**config.mk**
```make
export PLATFORM = sky130hd
export DESIGN_NAME = cfg_access_port
export DESIGN_NICKNAME = d
export VERILOG_FILES = /design/src/rtl/cfgp_pkg.sv /design/src/rtl/cfgp_addr_reg.sv /design/src/rtl/cfgp_lane_map.sv /design/src/rtl/cfgp_seq.sv /design/src/rtl/cfg_access_port.sv
export SDC_FILE = /design/constraint.sdc
export NUM_CORES = 1
export LEC_CHECK = 0
export ABC_AREA = 1
export BUFFER_PORTS_ARGS = -buffer_cell sky130_fd_sc_hd__buf_4
export CAP_MARGIN = 20
export CORE_ASPECT_RATIO = 0.8
export CORE_MARGIN = 1.5
export CORE_UTILIZATION = 48
export DETAILED_ROUTE_END_ITERATION = 8
export GPL_TIMING_DRIVEN = 0
export PLACE_DENSITY = 0.75
export SYNTH_ARGS = -nofsm -noshare
export SYNTH_HDL_FRONTEND = slang
export SYNTH_SLANG_ARGS = --single-unit
```
**constraint.sdc**
```tcl
create_clock -name clk -period 2 [get_ports clk]
set_input_delay 0.2 -clock clk [delete_from_list [all_inputs] [get_ports clk]]
set_output_delay 0.2 -clock clk [all_outputs]
set_load 0.02 [all_outputs]
```
**src/rtl/cfgp_pkg.sv**
```systemverilog
package cfgp_pkg;

    localparam int WORD_W = 32;
    localparam int BYTES  = WORD_W / 8;
    localparam int LANE_W = $clog2(BYTES);
    localparam int OFFS_W = LANE_W + 1;
    localparam int BUSN_W = 8;
    localparam int DEV_W  = 5;
    localparam int FN_W   = 3;
    localparam int LOW_W  = 6;
    localparam int EXT_W  = 4;
    localparam int DW_W   = LOW_W + EXT_W;
    localparam int EN_BIT = 31;

    typedef enum logic [1:0] {
        SZ_BYTE = 2'd0,
        SZ_HALF = 2'd1,
        SZ_WORD = 2'd2,
        SZ_RSVD = 2'd3
    } acc_size_e;

    typedef enum logic [1:0] {
        CPL_OK    = 2'd0,
        CPL_NODEV = 2'd1,
        CPL_UNSUP = 2'd2,
        CPL_OTHER = 2'd3
    } cpl_stat_e;

    typedef enum logic [1:0] {
        ST_IDLE,
        ST_ISSUE,
        ST_WAIT,
        ST_DONE
    } seq_state_e;

    typedef struct packed {
        logic              en;
        logic [BUSN_W-1:0] busn;
        logic [DEV_W-1:0]  dev;
        logic [FN_W-1:0]   fn;
        logic [DW_W-1:0]   dw;
    } cfg_target_t;

    typedef struct packed {
        logic              wr;
        logic [BYTES-1:0]  be;
        logic [WORD_W-1:0] wdata;
        logic [LANE_W-1:0] lane;
        acc_size_e         size;
    } cfg_op_t;

    function automatic cfg_target_t decode_sel(input logic [WORD_W-1:0] w, input logic ext);
        cfg_target_t t;
        t.en   = w[EN_BIT];
        t.busn = w[23:16];
        t.dev  = w[15:11];
        t.fn   = w[10:8];
        t.dw   = {(ext ? w[27:24] : {EXT_W{1'b0}}), w[7:2]};
        return t;
    endfunction

    function automatic logic [LANE_W-1:0] lane_base(input acc_size_e sz, input logic [LANE_W-1:0] lane);
        case (sz)
            SZ_BYTE: return lane;
            SZ_HALF: return {lane[LANE_W-1], 1'b0};
            default: return '0;
        endcase
    endfunction

    function automatic logic [BYTES-1:0] lane_be(input acc_size_e sz, input logic [LANE_W-1:0] lane);
        logic [BYTES-1:0] one = {{(BYTES-1){1'b0}}, 1'b1};
        logic [BYTES-1:0] two = {{(BYTES-2){1'b0}}, 2'b11};
        case (sz)
            SZ_BYTE: return one << lane;
            SZ_HALF: return two << lane_base(sz, lane);
            SZ_WORD: return '1;
            default: return '0;
        endcase
    endfunction

    function automatic logic [WORD_W-1:0] size_mask(input acc_size_e sz);
        case (sz)
            SZ_BYTE: return {{(WORD_W-8){1'b0}}, 8'hFF};
            SZ_HALF: return {{(WORD_W-16){1'b0}}, 16'hFFFF};
            default: return '1;
        endcase
    endfunction

endpackage

```
**src/rtl/cfgp_addr_reg.sv**
```systemverilog
module cfgp_addr_reg
    import cfgp_pkg::*;
(
    input  logic              clk,
    input  logic              rst,
    input  logic              we,
    input  logic [WORD_W-1:0] wdata,
    output logic [WORD_W-1:0] word_q
);
    always_ff @(posedge clk) begin
        if (rst)     word_q <= '0;
        else if (we) word_q <= wdata;
    end
endmodule

```
**src/rtl/cfgp_lane_map.sv**
```systemverilog
module cfgp_lane_map
    import cfgp_pkg::*;
(
    input  acc_size_e         wr_size,
    input  logic [LANE_W-1:0] wr_lane,
    input  logic [WORD_W-1:0] wr_data,
    input  acc_size_e         rd_size,
    input  logic [LANE_W-1:0] rd_lane,
    input  logic [WORD_W-1:0] rd_data,
    output logic [BYTES-1:0]  be,
    output logic [WORD_W-1:0] placed,
    output logic [WORD_W-1:0] aligned
);
    logic [WORD_W-1:0] shifted;

    always_comb begin
        be      = lane_be(wr_size, wr_lane);
        placed  = (wr_data & size_mask(wr_size)) << {lane_base(wr_size, wr_lane), 3'b000};
        shifted = rd_data >> {lane_base(rd_size, rd_lane), 3'b000};
        aligned = shifted & size_mask(rd_size);
    end
endmodule

```
**src/rtl/cfgp_seq.sv**
```systemverilog
module cfgp_seq
    import cfgp_pkg::*;
(
    input  logic              clk,
    input  logic              rst,
    input  logic              launch,
    input  logic              cpl_valid,
    input  logic              cpl_good,
    input  logic [WORD_W-1:0] cpl_aligned,
    output logic              req_valid,
    output logic              idle,
    output logic              done,
    output logic [WORD_W-1:0] rd_hold
);
    seq_state_e state_q, state_d;

    always_comb begin
        state_d = state_q;
        case (state_q)
            ST_IDLE:  if (launch) state_d = ST_ISSUE;
            ST_ISSUE: state_d = ST_WAIT;
            ST_WAIT:  if (cpl_valid) state_d = ST_DONE;
            default:  state_d = ST_IDLE;
        endcase
    end

    always_ff @(posedge clk) begin
        if (rst) begin
            state_q <= ST_IDLE;
            rd_hold <= '1;
        end else begin
            state_q <= state_d;
            if (state_q == ST_WAIT && cpl_valid)
                rd_hold <= cpl_good ? cpl_aligned : '1;
        end
    end

    assign req_valid = (state_q == ST_ISSUE);
    assign idle      = (state_q == ST_IDLE);
    assign done      = (state_q == ST_DONE);
endmodule

```
**src/rtl/cfg_access_port.sv**
```systemverilog
module cfg_access_port
    import cfgp_pkg::*;
#(
    parameter bit EXT_SUPPORT = 1'b1
) (
    input  logic              clk,
    input  logic              rst,
    input  logic              ext_mode,
    input  logic [OFFS_W-1:0] bus_offs,
    input  logic [1:0]        bus_size,
    input  logic              bus_rd,
    input  logic              bus_wr,
    input  logic [WORD_W-1:0] bus_wdata,
    output logic [WORD_W-1:0] bus_rdata,
    output logic              bus_ready,
    output logic              req_valid,
    output logic              req_write,
    output logic [BUSN_W-1:0] req_bus,
    output logic [DEV_W-1:0]  req_dev,
    output logic [FN_W-1:0]   req_fn,
    output logic [DW_W-1:0]   req_reg,
    output logic [BYTES-1:0]  req_be,
    output logic [WORD_W-1:0] req_wdata,
    input  logic              cpl_valid,
    input  logic [1:0]        cpl_status,
    input  logic [WORD_W-1:0] cpl_data
);
    logic              ext_eff;
    logic [WORD_W-1:0] addr_q;
    logic              addr_we;
    acc_size_e         size;
    logic [LANE_W-1:0] lane;
    logic              data_sel, access, launch;
    logic              idle, done;
    logic [BYTES-1:0]  be_new;
    logic [WORD_W-1:0] wdata_new, cpl_aligned, rd_hold;
    cfg_target_t       tgt;
    cfg_op_t           op_q;

    generate
        if (EXT_SUPPORT) begin : g_ext
            assign ext_eff = ext_mode;
        end else begin : g_conv
            logic unused_ext;
            assign unused_ext = ext_mode;
            assign ext_eff    = 1'b0;
        end
    endgenerate

    always_comb begin
        size     = acc_size_e'(bus_size);
        lane     = bus_offs[LANE_W-1:0];
        data_sel = bus_offs[OFFS_W-1];
        access   = bus_rd | bus_wr;
        tgt      = decode_sel(addr_q, ext_eff);
        addr_we  = idle && bus_wr && !data_sel && (size == SZ_WORD);
        launch   = idle && access && data_sel && tgt.en && (size != SZ_RSVD);
    end

    cfgp_addr_reg u_addr (
        .clk   (clk),
        .rst   (rst),
        .we    (addr_we),
        .wdata (bus_wdata),
        .word_q(addr_q)
    );

    cfgp_lane_map u_lanes (
        .wr_size(size),
        .wr_lane(lane),
        .wr_data(bus_wdata),
        .rd_size(op_q.size),
        .rd_lane(op_q.lane),
        .rd_data(cpl_data),
        .be     (be_new),
        .placed (wdata_new),
        .aligned(cpl_aligned)
    );

    always_ff @(posedge clk) begin
        if (rst) begin
            op_q <= '0;
        end else if (launch) begin
            op_q.wr    <= bus_wr;
            op_q.be    <= be_new;
            op_q.wdata <= wdata_new;
            op_q.lane  <= lane;
            op_q.size  <= size;
        end
    end

    cfgp_seq u_seq (
        .clk        (clk),
        .rst        (rst),
        .launch     (launch),
        .cpl_valid  (cpl_valid),
        .cpl_good   (cpl_stat_e'(cpl_status) == CPL_OK),
        .cpl_aligned(cpl_aligned),
        .req_valid  (req_valid),
        .idle       (idle),
        .done       (done),
        .rd_hold    (rd_hold)
    );

    always_comb begin
        bus_ready = done | (idle & access & ~launch);
        if (done)          bus_rdata = rd_hold;
        else if (data_sel) bus_rdata = '1;
        else               bus_rdata = addr_q;
        req_write = op_q.wr;
        req_be    = op_q.be;
        req_wdata = op_q.wdata;
        req_bus   = tgt.busn;
        req_dev   = tgt.dev;
        req_fn    = tgt.fn;
        req_reg   = tgt.dw;
    end
endmodule

```
==> results of run 1 <==
## worst max-delay path by stage
stage	endpoint	slack [ns]	cells past startpoint
after floorplan	bus_rdata[0]	0.34	5
after global placement	bus_rdata[21]	-0.006	7
after detailed placement	bus_rdata[21]	-0.08	7
after CTS	bus_rdata[0]	0.05	5
after global routing	bus_rdata[4]	0.005	6
final	bus_rdata[0]	0.08	5
## cell usage in the layout (no fill, tap or decap), drive strengths merged
cell type	synthesis	final
buf	86	256
nand2	236	236
o21ai	113	113
dfxtp	107	107
inv	85	86
a21oi	75	75
nand3	57	57
nor2	52	52
clkbuf	25	35
o22ai	16	16
a22oi	8	8
clkinv	1	5
ha	4	4
a31oi	3	3
o211ai	1	1
o2111ai	1	1
clkinvlp	0	1
## power groups by stage
stage / Clock (mW) / Sequential (mW) / Combinational, mW
finish: 1.71 / 2.27 / 1.14
global route: 1.80 / 2.28 / 1.23
CTS: 1.71 / 2.27 / 1.12
global placement: 0 / 2.31 / 1.10
detailed placement: 0 / 2.31 / 1.11
floorplan: 0 / 2.29 / 0.651
## state kept, by name, summed over array words and instances, names as in the netlist
| signal | cells |
|---|---|
| u_seq.rd_hold | 32 |
| u_seq.state_q | 2 |
| req_be | 4 |
| u_addr.word_q | 32 |
| req_write | 1 |
| op_q | 4 |
| req_wdata | 32 |
## routing by layer
| metal | part of all wire [%] | global-route usage (%) |
|---|---|---|
| met1 | 49 | 46.6 |
| met4 | 0.93 | 5.51 |
| met3 | 9.4 | 6.70 |
| met5 | 0 | 0 |
| met2 | 41 | 43.8 |
## area by class of cell
cell class,count,share of cell area [%]
multi-input combinational,566,35.5
sequential,107,27.9
timing repair buffer,171,16.7
buffer,110,9.59
inverter,86,4.24
clock buffer,10,2.98
tap,148,2.41
clock inverter,6,0.652
## kinds of logic (layout without fill, tap and decap cells)
group                    after synthesis  in the layout
buffers and inverters                197            383
adder cells (fa/ha/maj)                4              4
AND/OR/NAND/NOR                      345            345
AO/OA/AOI/OAI                        217            217
flip-flops                           107            107
## worst max-delay path, cell delays in order, from the launching register on
cell	delay, ns
dfxtp_1	0.41
ha_4	0.21
inv_1	0.12
clkbuf_4	0.20
o21ai_1	0.24
buf_4	0.20
## timing repair
item	4_1_cts	5_1_grt
endpoints found under the hold margin	0	0
resized for setup	11	14
setup endpoints to repair	39	51
setup buffers	1	0
==> flow_metrics.env, run 1 <==
export IMPL_synth_simple_gate_area_share_pct=25.0
export IMPL_dp_cells=1188
export IMPL_yosys_area_top_type="dfxtp_1"
export IMPL_dieHeight_um=102
export IMPL_synthFlopType="dfxtp_1"
export IMPL_final_area_sq_um=7680
export IMPL_min_delay_path_class="in -> reg"
export IMPL_synthTopCellsByCount="222 x nand2_1, 107 x dfxtp_1, 98 x o21ai_0"
export IMPL_fmax_mhz=522
export IMPL_drive_above_1_share_pct=30.8
export IMPL_syn2layout_area_growth_pct=30.3
export IMPL_setup_ws_ns=0.0832
export IMPL_synth_cells=870
export IMPL_async_reset_ff_share_pct=0
export IMPL_worst_pin_slew_ns=0.710
export IMPL_fin_util_pct=65.4
export IMPL_irDropWorstVdd_uv=437
export IMPL_worstPathMaxFanout=10
export IMPL_avgSynthCellArea_sq_um=6.78
export IMPL_rr_startpoint="u_seq.state_q[0]$_SDFFE_PP0P_"
export IMPL_seq_power_share_pct=44.3
export IMPL_p_sw_share_pct=31.1
export IMPL_die_area_sq_um=13000
export IMPL_leakage_nw=3.78
export IMPL_yosysTopAreaCellShare_pct=36.3
export IMPL_yosys_warnings=0
export IMPL_powerDensity_nw_per_um2=667
export IMPL_min_to="u_addr.word_q[12]$_SDFFE_PP0P_"
export IMPL_status="completed"
export IMPL_grt_overflow_total=0
export IMPL_ys_seq_area_share_pct=36.3
export IMPL_hold_buffers=0
export IMPL_hold_viol_final=0
export IMPL_regArea_sq_um=2140
export IMPL_cts_made_buffers=9
export IMPL_clkTransAtPathRegs_ns=0.08
export IMPL_core_area_sq_um=11700
export IMPL_crit_path_start_kind="flip-flop"
export IMPL_yosysMostFrequentCell="nand2_1"
export IMPL_antenna_found_initial=0
export IMPL_rsz0062_at_grt="no"
export IMPL_finalNonFillerCells=1204
export IMPL_wirelength_um=19800
export IMPL_cts_root_buffer="clkbuf_16"
export IMPL_crit_path_end_kind="output port"
export IMPL_timing_rr_end="req_wdata[29]$_SDFFE_PP0P_"
export IMPL_num_vias=6417
export IMPL_drcViolationCount=0
export IMPL_r2r_slack_ns=0.13
export IMPL_comb_power_share_pct=22.3
export IMPL_synth_compound_area_share_pct=20.1
export IMPL_grt_pass1_vias=5686
export IMPL_hp_start="bus_wdata[12]"
export IMPL_antenna_cells=0
export IMPL_period_needed_ns=1.92
export IMPL_yosysUniqueCellTypes=28
export IMPL_dp_hpwl_um=15600
export IMPL_ios=174
export IMPL_r2r_cells=9
export IMPL_drtIter0Drc=679
export IMPL_synth_seq_cells=107
export IMPL_finalSetupTns_ns=0
export IMPL_place_gp_congestion=1.04
export IMPL_slew_limit_headroom_pct=52.6
export IMPL_die_width_um=127
export IMPL_ys_top_cells_by_area="dfxtp_1 36%, nand2_1 14%, o21ai_0 8.3%, buf_4 8.0%, a21oi_1 5.6%"
export IMPL_insertion_delay_ns=0.35
export IMPL_syn_nets=951
export IMPL_required_ns=1.80
export IMPL_routed_via_density=5.33
export IMPL_final_max_slew_viol_count=0
export IMPL_pwr_share_clk_pct=33.4
export IMPL_pre_cts_slack_ns=-0.0830
export IMPL_final_nets=1132
export IMPL_multi_input_area_sq_um=2730
export IMPL_synth_top_family_by_area="simple AND/OR/NAND/NOR gates"
export IMPL_finalPower_mw=5.12
export IMPL_wl_per_cell_um=16.4
export IMPL_mappedNetlistArea_sq_um=5890
export IMPL_path_class="reg -> out"
export IMPL_setup_viol=0
export IMPL_arrival_ns=1.72
export IMPL_drtAntennaViolNets=0
export IMPL_synth_xor_area_share_pct=0
export IMPL_grt_max_degree=19
export IMPL_maxCapViolCount=0
export IMPL_synthMuxAreaShare_pct=0
export IMPL_synth_edf_count=0
export IMPL_fillers=1112
export IMPL_cts_tree="built"
export IMPL_dr_pass1_iters=7
export IMPL_fin_crit_sh_pct=95.8
export IMPL_grtUsageTotal_pct=30.4
export IMPL_hold_depth=3
export IMPL_p_int_mw=3.53
export IMPL_fp_row_count=35
export IMPL_hold_ws_ns=0.109
export IMPL_yosys_area_share_adder_pct=0.849
export IMPL_dpl_cell_area_sq_um=7360
export IMPL_clockBufferDepth=2
export IMPL_final_setup_skew_ns=0.0107
export IMPL_clock_sinks=107
export IMPL_start_util_pct=50.2
export IMPL_io_buffer_count=170
export IMPL_htreeDepth=3
export IMPL_startpoint="u_seq.state_q[0]$_SDFFE_PP0P_"
export IMPL_p_switching_mw=1.59
export IMPL_grt_pass1_wl_um=30300
No activity file was read; power rests on OpenSTA's default activity.
==> run 2: changes to the inputs <==
--- a/config.mk
+++ b/config.mk
@@ -10,10 +10,12 @@
 export CAP_MARGIN = 20
 export CORE_ASPECT_RATIO = 0.8
 export CORE_MARGIN = 1.5
-export CORE_UTILIZATION = 48
+export CORE_UTILIZATION = 47
 export DETAILED_ROUTE_END_ITERATION = 8
+export GPL_ROUTABILITY_DRIVEN = 0
 export GPL_TIMING_DRIVEN = 0
-export PLACE_DENSITY = 0.75
+export HOLD_SLACK_MARGIN = 0.12
+export PLACE_DENSITY = 0.77
 export SYNTH_ARGS = -nofsm -noshare
 export SYNTH_HDL_FRONTEND = slang
 export SYNTH_SLANG_ARGS = --single-unit
==> constraint.sdc (replaced) <==
create_clock -name clk -period 1.65 [get_ports clk]
set_input_delay 0.165 -clock clk [delete_from_list [all_inputs] [get_ports clk]]
set_output_delay 0.165 -clock clk [all_outputs]
set_load 0.02 [all_outputs]
==> run 2 against run 1 <==
  * The run now ends with negative setup slack left
  * Utilization grew 2.4 points
  * Combinational power grew 42%
  * Critical path depth grew 1
  * Hold slack gained 0.029 ns
  * Register-to-register slack lost 0.11 ns
  * Die area grew 2.1%
==> flow_metrics.env, run 2 (same netlist as run 1, synthesis figures left out) <==
export IMPL_grtUsageTotal_pct=29.7
export IMPL_grt_overflow_total=0
export IMPL_drtIter0Drc=522
export IMPL_num_vias=6568
export IMPL_p_switching_mw=2.01
export IMPL_startpoint="u_seq.state_q[1]$_SDFFE_PP0P_"
export IMPL_drcViolationCount=0
export IMPL_dp_hpwl_um=14900
export IMPL_violations="negative setup slack"
export IMPL_worstPathMaxFanout=10
export IMPL_setup_viol=17
export IMPL_insertion_delay_ns=0.35
export IMPL_start_util_pct=48.3
export IMPL_cp_endpoint="bus_rdata[31]"
export IMPL_final_max_slew_viol_count=0
export IMPL_cts_made_buffers=9
export IMPL_min_delay_path_class="in -> reg"
export IMPL_period_needed_ns=1.69
export IMPL_wirelength_um=20100
export IMPL_ios=174
export IMPL_timing_rr_end="req_wdata[28]$_SDFFE_PP0P_"
export IMPL_maxCapViolCount=0
export IMPL_drive_above_1_share_pct=32.6
export IMPL_seq_power_share_pct=42.0
export IMPL_fin_util_pct=67.9
export IMPL_dr_pass1_iters=6
export IMPL_status="finished with violations"
export IMPL_die_area_sq_um=13200
export IMPL_grt_pass1_wl_um=30100
export IMPL_powerDensity_nw_per_um2=795
export IMPL_clockBufferDepth=2
export IMPL_p_sw_share_pct=30.5
export IMPL_routed_via_density=5.21
export IMPL_dp_cells=1211
export IMPL_comb_power_share_pct=24.6
export IMPL_pwr_share_clk_pct=33.4
export IMPL_finalPower_mw=6.59
export IMPL_multi_input_area_sq_um=2820
export IMPL_final_nets=1166
export IMPL_grt_pass1_vias=5896
export IMPL_clkTransAtPathRegs_ns=0.07
export IMPL_r2r_slack_ns=0.02
export IMPL_dieHeight_um=103
export IMPL_leakage_nw=4.02
export IMPL_r2r_cells=6
export IMPL_final_cell_mix="225 x buf_4, 218 x nand2_1, 105 x dfxtp_1"
export IMPL_fmax_mhz=591
export IMPL_final_area_sq_um=8290
export IMPL_io_buffer_count=170
export IMPL_grt_max_degree=19
export IMPL_htreeDepth=3
export IMPL_worstPathCellList="ha_4, inv_8, clkbuf_8, o21ai_0, nand2_1, buf_6"
export IMPL_antenna_cells=0
export IMPL_final_setup_skew_ns=0.00738
export IMPL_crit_slowest_cell="dfxtp_4"
export IMPL_wl_per_cell_um=16.0
export IMPL_die_width_um=128
export IMPL_cts_root_buffer="clkbuf_16"
export IMPL_finalSetupTns_ns=-0.365
export IMPL_fp_row_count=36
export IMPL_dpl_cell_area_sq_um=7380
export IMPL_crit_path_end_kind="output port"
export IMPL_clock_sinks=107
export IMPL_hold_viol_final=0
export IMPL_core_area_sq_um=12200
export IMPL_cpPeakStageDelay_ns=0.38
export IMPL_regArea_sq_um=2150
export IMPL_rsz0062_at_grt="yes"
export IMPL_required_ns=1.48
export IMPL_path_class="reg -> out"
export IMPL_rr_startpoint="u_addr.word_q[31]$_SDFFE_PP0P_"
export IMPL_fin_crit_sh_pct=103
export IMPL_worst_pin_slew_ns=0.697
export IMPL_crit_path_start_kind="flip-flop"
export IMPL_hp_start="bus_wdata[0]"
export IMPL_syn2layout_area_growth_pct=40.6
export IMPL_setup_ws_ns=-0.0415
export IMPL_final_common_cell="buf_4"
export IMPL_arrival_ns=1.53
export IMPL_finalNonFillerCells=1261
export IMPL_irDropWorstVdd_uv=567
export IMPL_p_int_mw=4.58
export IMPL_cts_tree="built"
export IMPL_antenna_found_initial=0
export IMPL_fillers=1046
export IMPL_drtAntennaViolNets=0
export IMPL_slew_limit_headroom_pct=53.5
## run 2: cell count changes in the layout (fill, tap and decap cells not counted), moves of 5 or more
cell           before  now
o21ai_1            13   24
o21ai_0            95   77
clkbuf_8            0    5
o21ai_2             5   10
dlygate4sd3_1       0   24
buf_6               7   26
buf_4             234  225
## run 2: how the worst min path moves through the flow
stage                     slack, ns                             end  cells past startpoint
after CTS                      0.12   u_addr.word_q[0]$_SDFFE_PP0P_                      3
after detailed placement       0.43  u_addr.word_q[19]$_SDFFE_PP0P_                      3
final                          0.14   u_addr.word_q[0]$_SDFFE_PP0P_                      3
after global routing           0.14   u_addr.word_q[0]$_SDFFE_PP0P_                      3
after global placement         0.43  u_addr.word_q[13]$_SDFFE_PP0P_                      3
after floorplan                0.31          req_write$_SDFFE_PP0P_                      2
## run 2: timing repair
| item | 4_1_cts | 5_1_grt |
|---|---|---|
| setup buffers | 3 | 5 |
| pin swaps | 6 | 16 |
| setup endpoints to repair | 99 | 106 |
| hold buffers | 24 | 0 |
| endpoints found under the hold margin | 24 | 0 |
| gates resized for setup | 54 | 56 |
| gates cloned | 3 | 0 |
## run 2: critical path: cells and delay by family (launching register included)
| family | cells | cell delay (ns) |
|---|---|---|
| adder cells (fa/ha/maj) | 1 | 0.19 |
| buffers and inverters | 3 | 0.38 |
| AND/OR/NAND/NOR | 1 | 0.13 |
| AO/OA/AOI/OAI | 1 | 0.09 |
| flip-flops | 1 | 0.38 |
## run 2: final cells by class
class | instances | area share, %
multi-input combinational | 566 | 34.0
sequential | 107 | 25.9
timing repair buffer | 205 | 20.1
buffer | 110 | 9.56
inverter | 86 | 4.14
clock buffer | 9 | 2.72
tap | 171 | 2.58
clock inverter | 7 | 0.936
## run 2: per-layer routing
metal | part of all wire, % | GRT usage [%] | routed length [um] | vias up
met1 | 44 | 42.7 | 8890 | 2997
met3 | 11 | 6.43 | 2150 | 22
met5 | 0 | 0 | 0 | -
met2 | 44 | 46.0 | 8840 | 364
met4 | 1.2 | 6.40 | 244 | 0
li1 | - | - | - | 3185
## run 2: metrics by stage
stage / hold slack [ns] / worst slack, ns
CTS: 0.123 / -0.0332
detailed placement: 0.432 / -0.313
global route: 0.138 / -0.113
finish: 0.138 / -0.0415
floorplan: 0.309 / 0.0254
global placement: 0.430 / -0.282
## run 2: power by group through the flow
stage / Combinational [mW] / Clock [mW] / Sequential (mW)
after floorplan: 0.789 / 0 / 2.77
after global placement: 1.32 / 0 / 2.80
after detailed placement: 1.34 / 0 / 2.80
after CTS: 1.47 / 2.22 / 2.76
after global routing: 1.73 / 2.32 / 2.77
final: 1.62 / 2.20 / 2.76
==> run 3: changes to the inputs <==
--- a/config.mk
+++ b/config.mk
@@ -6,7 +6,8 @@
 export NUM_CORES = 1
 export LEC_CHECK = 0
 export ABC_AREA = 1
-export BUFFER_PORTS_ARGS = -buffer_cell sky130_fd_sc_hd__buf_4
+export ABC_CLOCK_PERIOD_IN_PS = 1650
+export BUFFER_PORTS_ARGS = -buffer_cell sky130_fd_sc_hd__buf_2
 export CAP_MARGIN = 20
 export CORE_ASPECT_RATIO = 0.8
 export CORE_MARGIN = 1.5
==> run 3 against run 2 <==
  * The flow still finishes with violations (negative setup slack)
  * Final cell count down 0.48%
  * Via count grew 0.67%
  * Clock skew up 0.00089 ns
  * Hold slack got worse by 0.0039 ns
  * Wire length is 1.2% lower
  * Sequential power about the same
  * Fmax down 0.81%
  * Critical path depth grew 1
  * Sequential share of layout area is 0.97 points higher
  * Non-clock buffer count decreased by 6
  * Utilization fell by 2.4 points
  * Worst setup slack got worse by 0.014 ns
  * Largest power group unchanged
==> flow_metrics.env, run 3 (same netlist as run 1, synthesis figures left out) <==
export IMPL_finalNonFillerCells=1255
export IMPL_crit_slowest_cell="dfxtp_4"
export IMPL_fp_row_count=36
export IMPL_num_vias=6612
export IMPL_cts_made_buffers=9
export IMPL_grt_max_degree=17
export IMPL_dr_pass1_iters=6
export IMPL_irDropWorstVdd_uv=602
export IMPL_worstPathCellList="inv_4, ha_4, nand2_4, nand2_4, inv_4, o21ai_4, buf_6"
export IMPL_clockBufferDepth=2
export IMPL_htreeDepth=3
export IMPL_crit_path_start_kind="flip-flop"
export IMPL_cpPeakStageDelay_ns=0.37
export IMPL_clkTransAtPathRegs_ns=0.07
export IMPL_met1_usage_pct=42.3
export IMPL_hold_viol_final=0
export IMPL_dp_cells=1211
export IMPL_finalSetupTns_ns=-0.322
export IMPL_pre_cts_slack_ns=-0.335
export IMPL_use_met3_pct=6.28
export IMPL_core_area_sq_um=12200
export IMPL_worstPathMaxFanout=3
export IMPL_violations="negative setup slack"
export IMPL_final_setup_skew_ns=0.00827
export IMPL_final_max_slew_viol_count=0
export IMPL_rr_startpoint="u_seq.state_q[1]$_SDFFE_PP0P_"
export IMPL_io_buffer_count=170
export IMPL_die_area_sq_um=13200
export IMPL_dieHeight_um=103
export IMPL_hp_start="bus_wdata[27]"
export IMPL_worst_pin_slew_ns=0.727
export IMPL_setup_viol=15
export IMPL_ios=174
export IMPL_slew_limit_headroom_pct=51.5
export IMPL_crit_path_end_kind="output port"
export IMPL_path_buf_inv=3
export IMPL_comb_power_share_pct=24.1
export IMPL_syn2layout_area_growth_pct=35.6
export IMPL_pwr_share_clk_pct=33.8
export IMPL_maxCapViolCount=0
export IMPL_arrival_ns=1.54
export IMPL_setup_ws_ns=-0.0553
export IMPL_path_class="reg -> out"
export IMPL_drive_above_1_share_pct=33.3
export IMPL_cts_tree="built"
export IMPL_wl_per_cell_um=15.9
export IMPL_final_nets=1160
export IMPL_final_cell_mix="217 x nand2_1, 148 x buf_2, 104 x dfxtp_1"
export IMPL_grt_pass1_vias=5826
export IMPL_r2r_cells=10
export IMPL_clock_sinks=107
export IMPL_drtIter0Drc=679
export IMPL_required_ns=1.48
export IMPL_hold_ws_ns=0.134
export IMPL_grt_util_met2_pct=44.8
export IMPL_status="finished with violations"
export IMPL_antenna_cells=0
export IMPL_antenna_found_initial=0
export IMPL_wirelength_um=19900
export IMPL_grt_busiest_layer="met2"
export IMPL_grt_pass1_wl_um=29900
export IMPL_start_util_pct=48.3
export IMPL_seq_power_share_pct=42.1
export IMPL_p_int_mw=4.60
export IMPL_p_switching_mw=1.97
export IMPL_r2r_slack_ns=0.05
export IMPL_rsz0062_at_grt="yes"
export IMPL_min_to="u_addr.word_q[27]$_SDFFE_PP0P_"
export IMPL_fin_crit_sh_pct=103
export IMPL_powerDensity_nw_per_um2=823
export IMPL_fmax_mhz=586
export IMPL_p_sw_share_pct=30.0
export IMPL_routed_via_density=5.27
export IMPL_cts_root_buffer="clkbuf_16"
export IMPL_leakage_nw=3.96
export IMPL_drcViolationCount=0
export IMPL_final_common_cell="nand2_1"
export IMPL_timing_rr_end="req_wdata[29]$_SDFFE_PP0P_"
export IMPL_die_width_um=128
export IMPL_dp_hpwl_um=14800
export IMPL_hold_depth=3
export IMPL_crit_family="flip-flops"
export IMPL_drtAntennaViolNets=0
export IMPL_fin_util_pct=65.5
export IMPL_grt_overflow_total=0
export IMPL_min_delay_path_class="in -> reg"
export IMPL_grtUsageTotal_pct=29.6
export IMPL_insertion_delay_ns=0.36
export IMPL_period_needed_ns=1.71
==> run 3: metrics by stage <==
stage,cell area (sq um),power (mW)
6_report,7990,6.58
5_1_grt,7990,6.81
4_1_cts,7740,6.40
3_5_place_dp,6960,4.01
3_3_place_gp,6960,3.99
2_1_floorplan,5890,3.56
==> run 3: worst max path at each step <==
| stage | slack, ns | to | depth (start not counted) | startpoint |
|---|---|---|---|---|
| floorplan | 0.03 | bus_rdata[0] | 5 | u_seq.state_q[1]$_SDFFE_PP0P_ |
| global placement | -0.29 | u_seq.rd_hold[4]$_SDFFE_PP1P_ | 10 | u_seq.state_q[0]$_SDFFE_PP0P_ |
| detailed placement | -0.33 | u_seq.rd_hold[4]$_SDFFE_PP1P_ | 10 | u_seq.state_q[0]$_SDFFE_PP0P_ |
| CTS | -0.02 | u_seq.rd_hold[4]$_SDFFE_PP1P_ | 10 | u_seq.state_q[0]$_SDFFE_PP0P_ |
| global route | -0.09 | bus_ready | 7 | u_seq.state_q[0]$_SDFFE_PP0P_ |
| finish | -0.06 | bus_ready | 7 | u_seq.state_q[0]$_SDFFE_PP0P_ |
==> run 3: worst min-delay path, cell delays in order <==
cell     delay, ns
buf_2         0.12
o21ai_0       0.09
nor2_1        0.07
==> run 3: what timing repair did <==
action | 4_1_cts | 5_1_grt
gates resized for setup | 98 | 80
pin swaps | 9 | 15
hold buffers | 22 | 0
setup buffers | 3 | 3
hold endpoints to repair | 22 | 0
cloned | 2 | 0
endpoints found under the setup margin | 114 | 87
==> run 3: area by class of cell <==
type / instances / area, sq um
fillers: 1078 / 4220
multi-input cells: 566 / 2890
flip-flops and latches: 107 / 2150
repair buffers: 200 / 1300
plain buffers: 109 / 783
inverters: 86 / 348
clock buffers: 12 / 256
well taps: 171 / 214
clock inverters: 4 / 48.8
==> run 3: power by group through the flow <==
stage          clock network, mW  logic (mW)  registers (mW)
2_1_floorplan                  0       0.789            2.77
3_3_place_gp                   0        1.20            2.80
3_5_place_dp                   0        1.21            2.80
4_1_cts                     2.24        1.41            2.75
5_1_grt                     2.34        1.69            2.78
6_report                    2.22        1.59            2.77
==> run 3: metal layers <==
metal	part of all wire (%)	up-vias	wire length [um]
li1	-	3174	-
met1	44	3016	8790
met2	43	373	8570
met3	10	49	2060
met4	2.4	0	473
met5	0	-	0
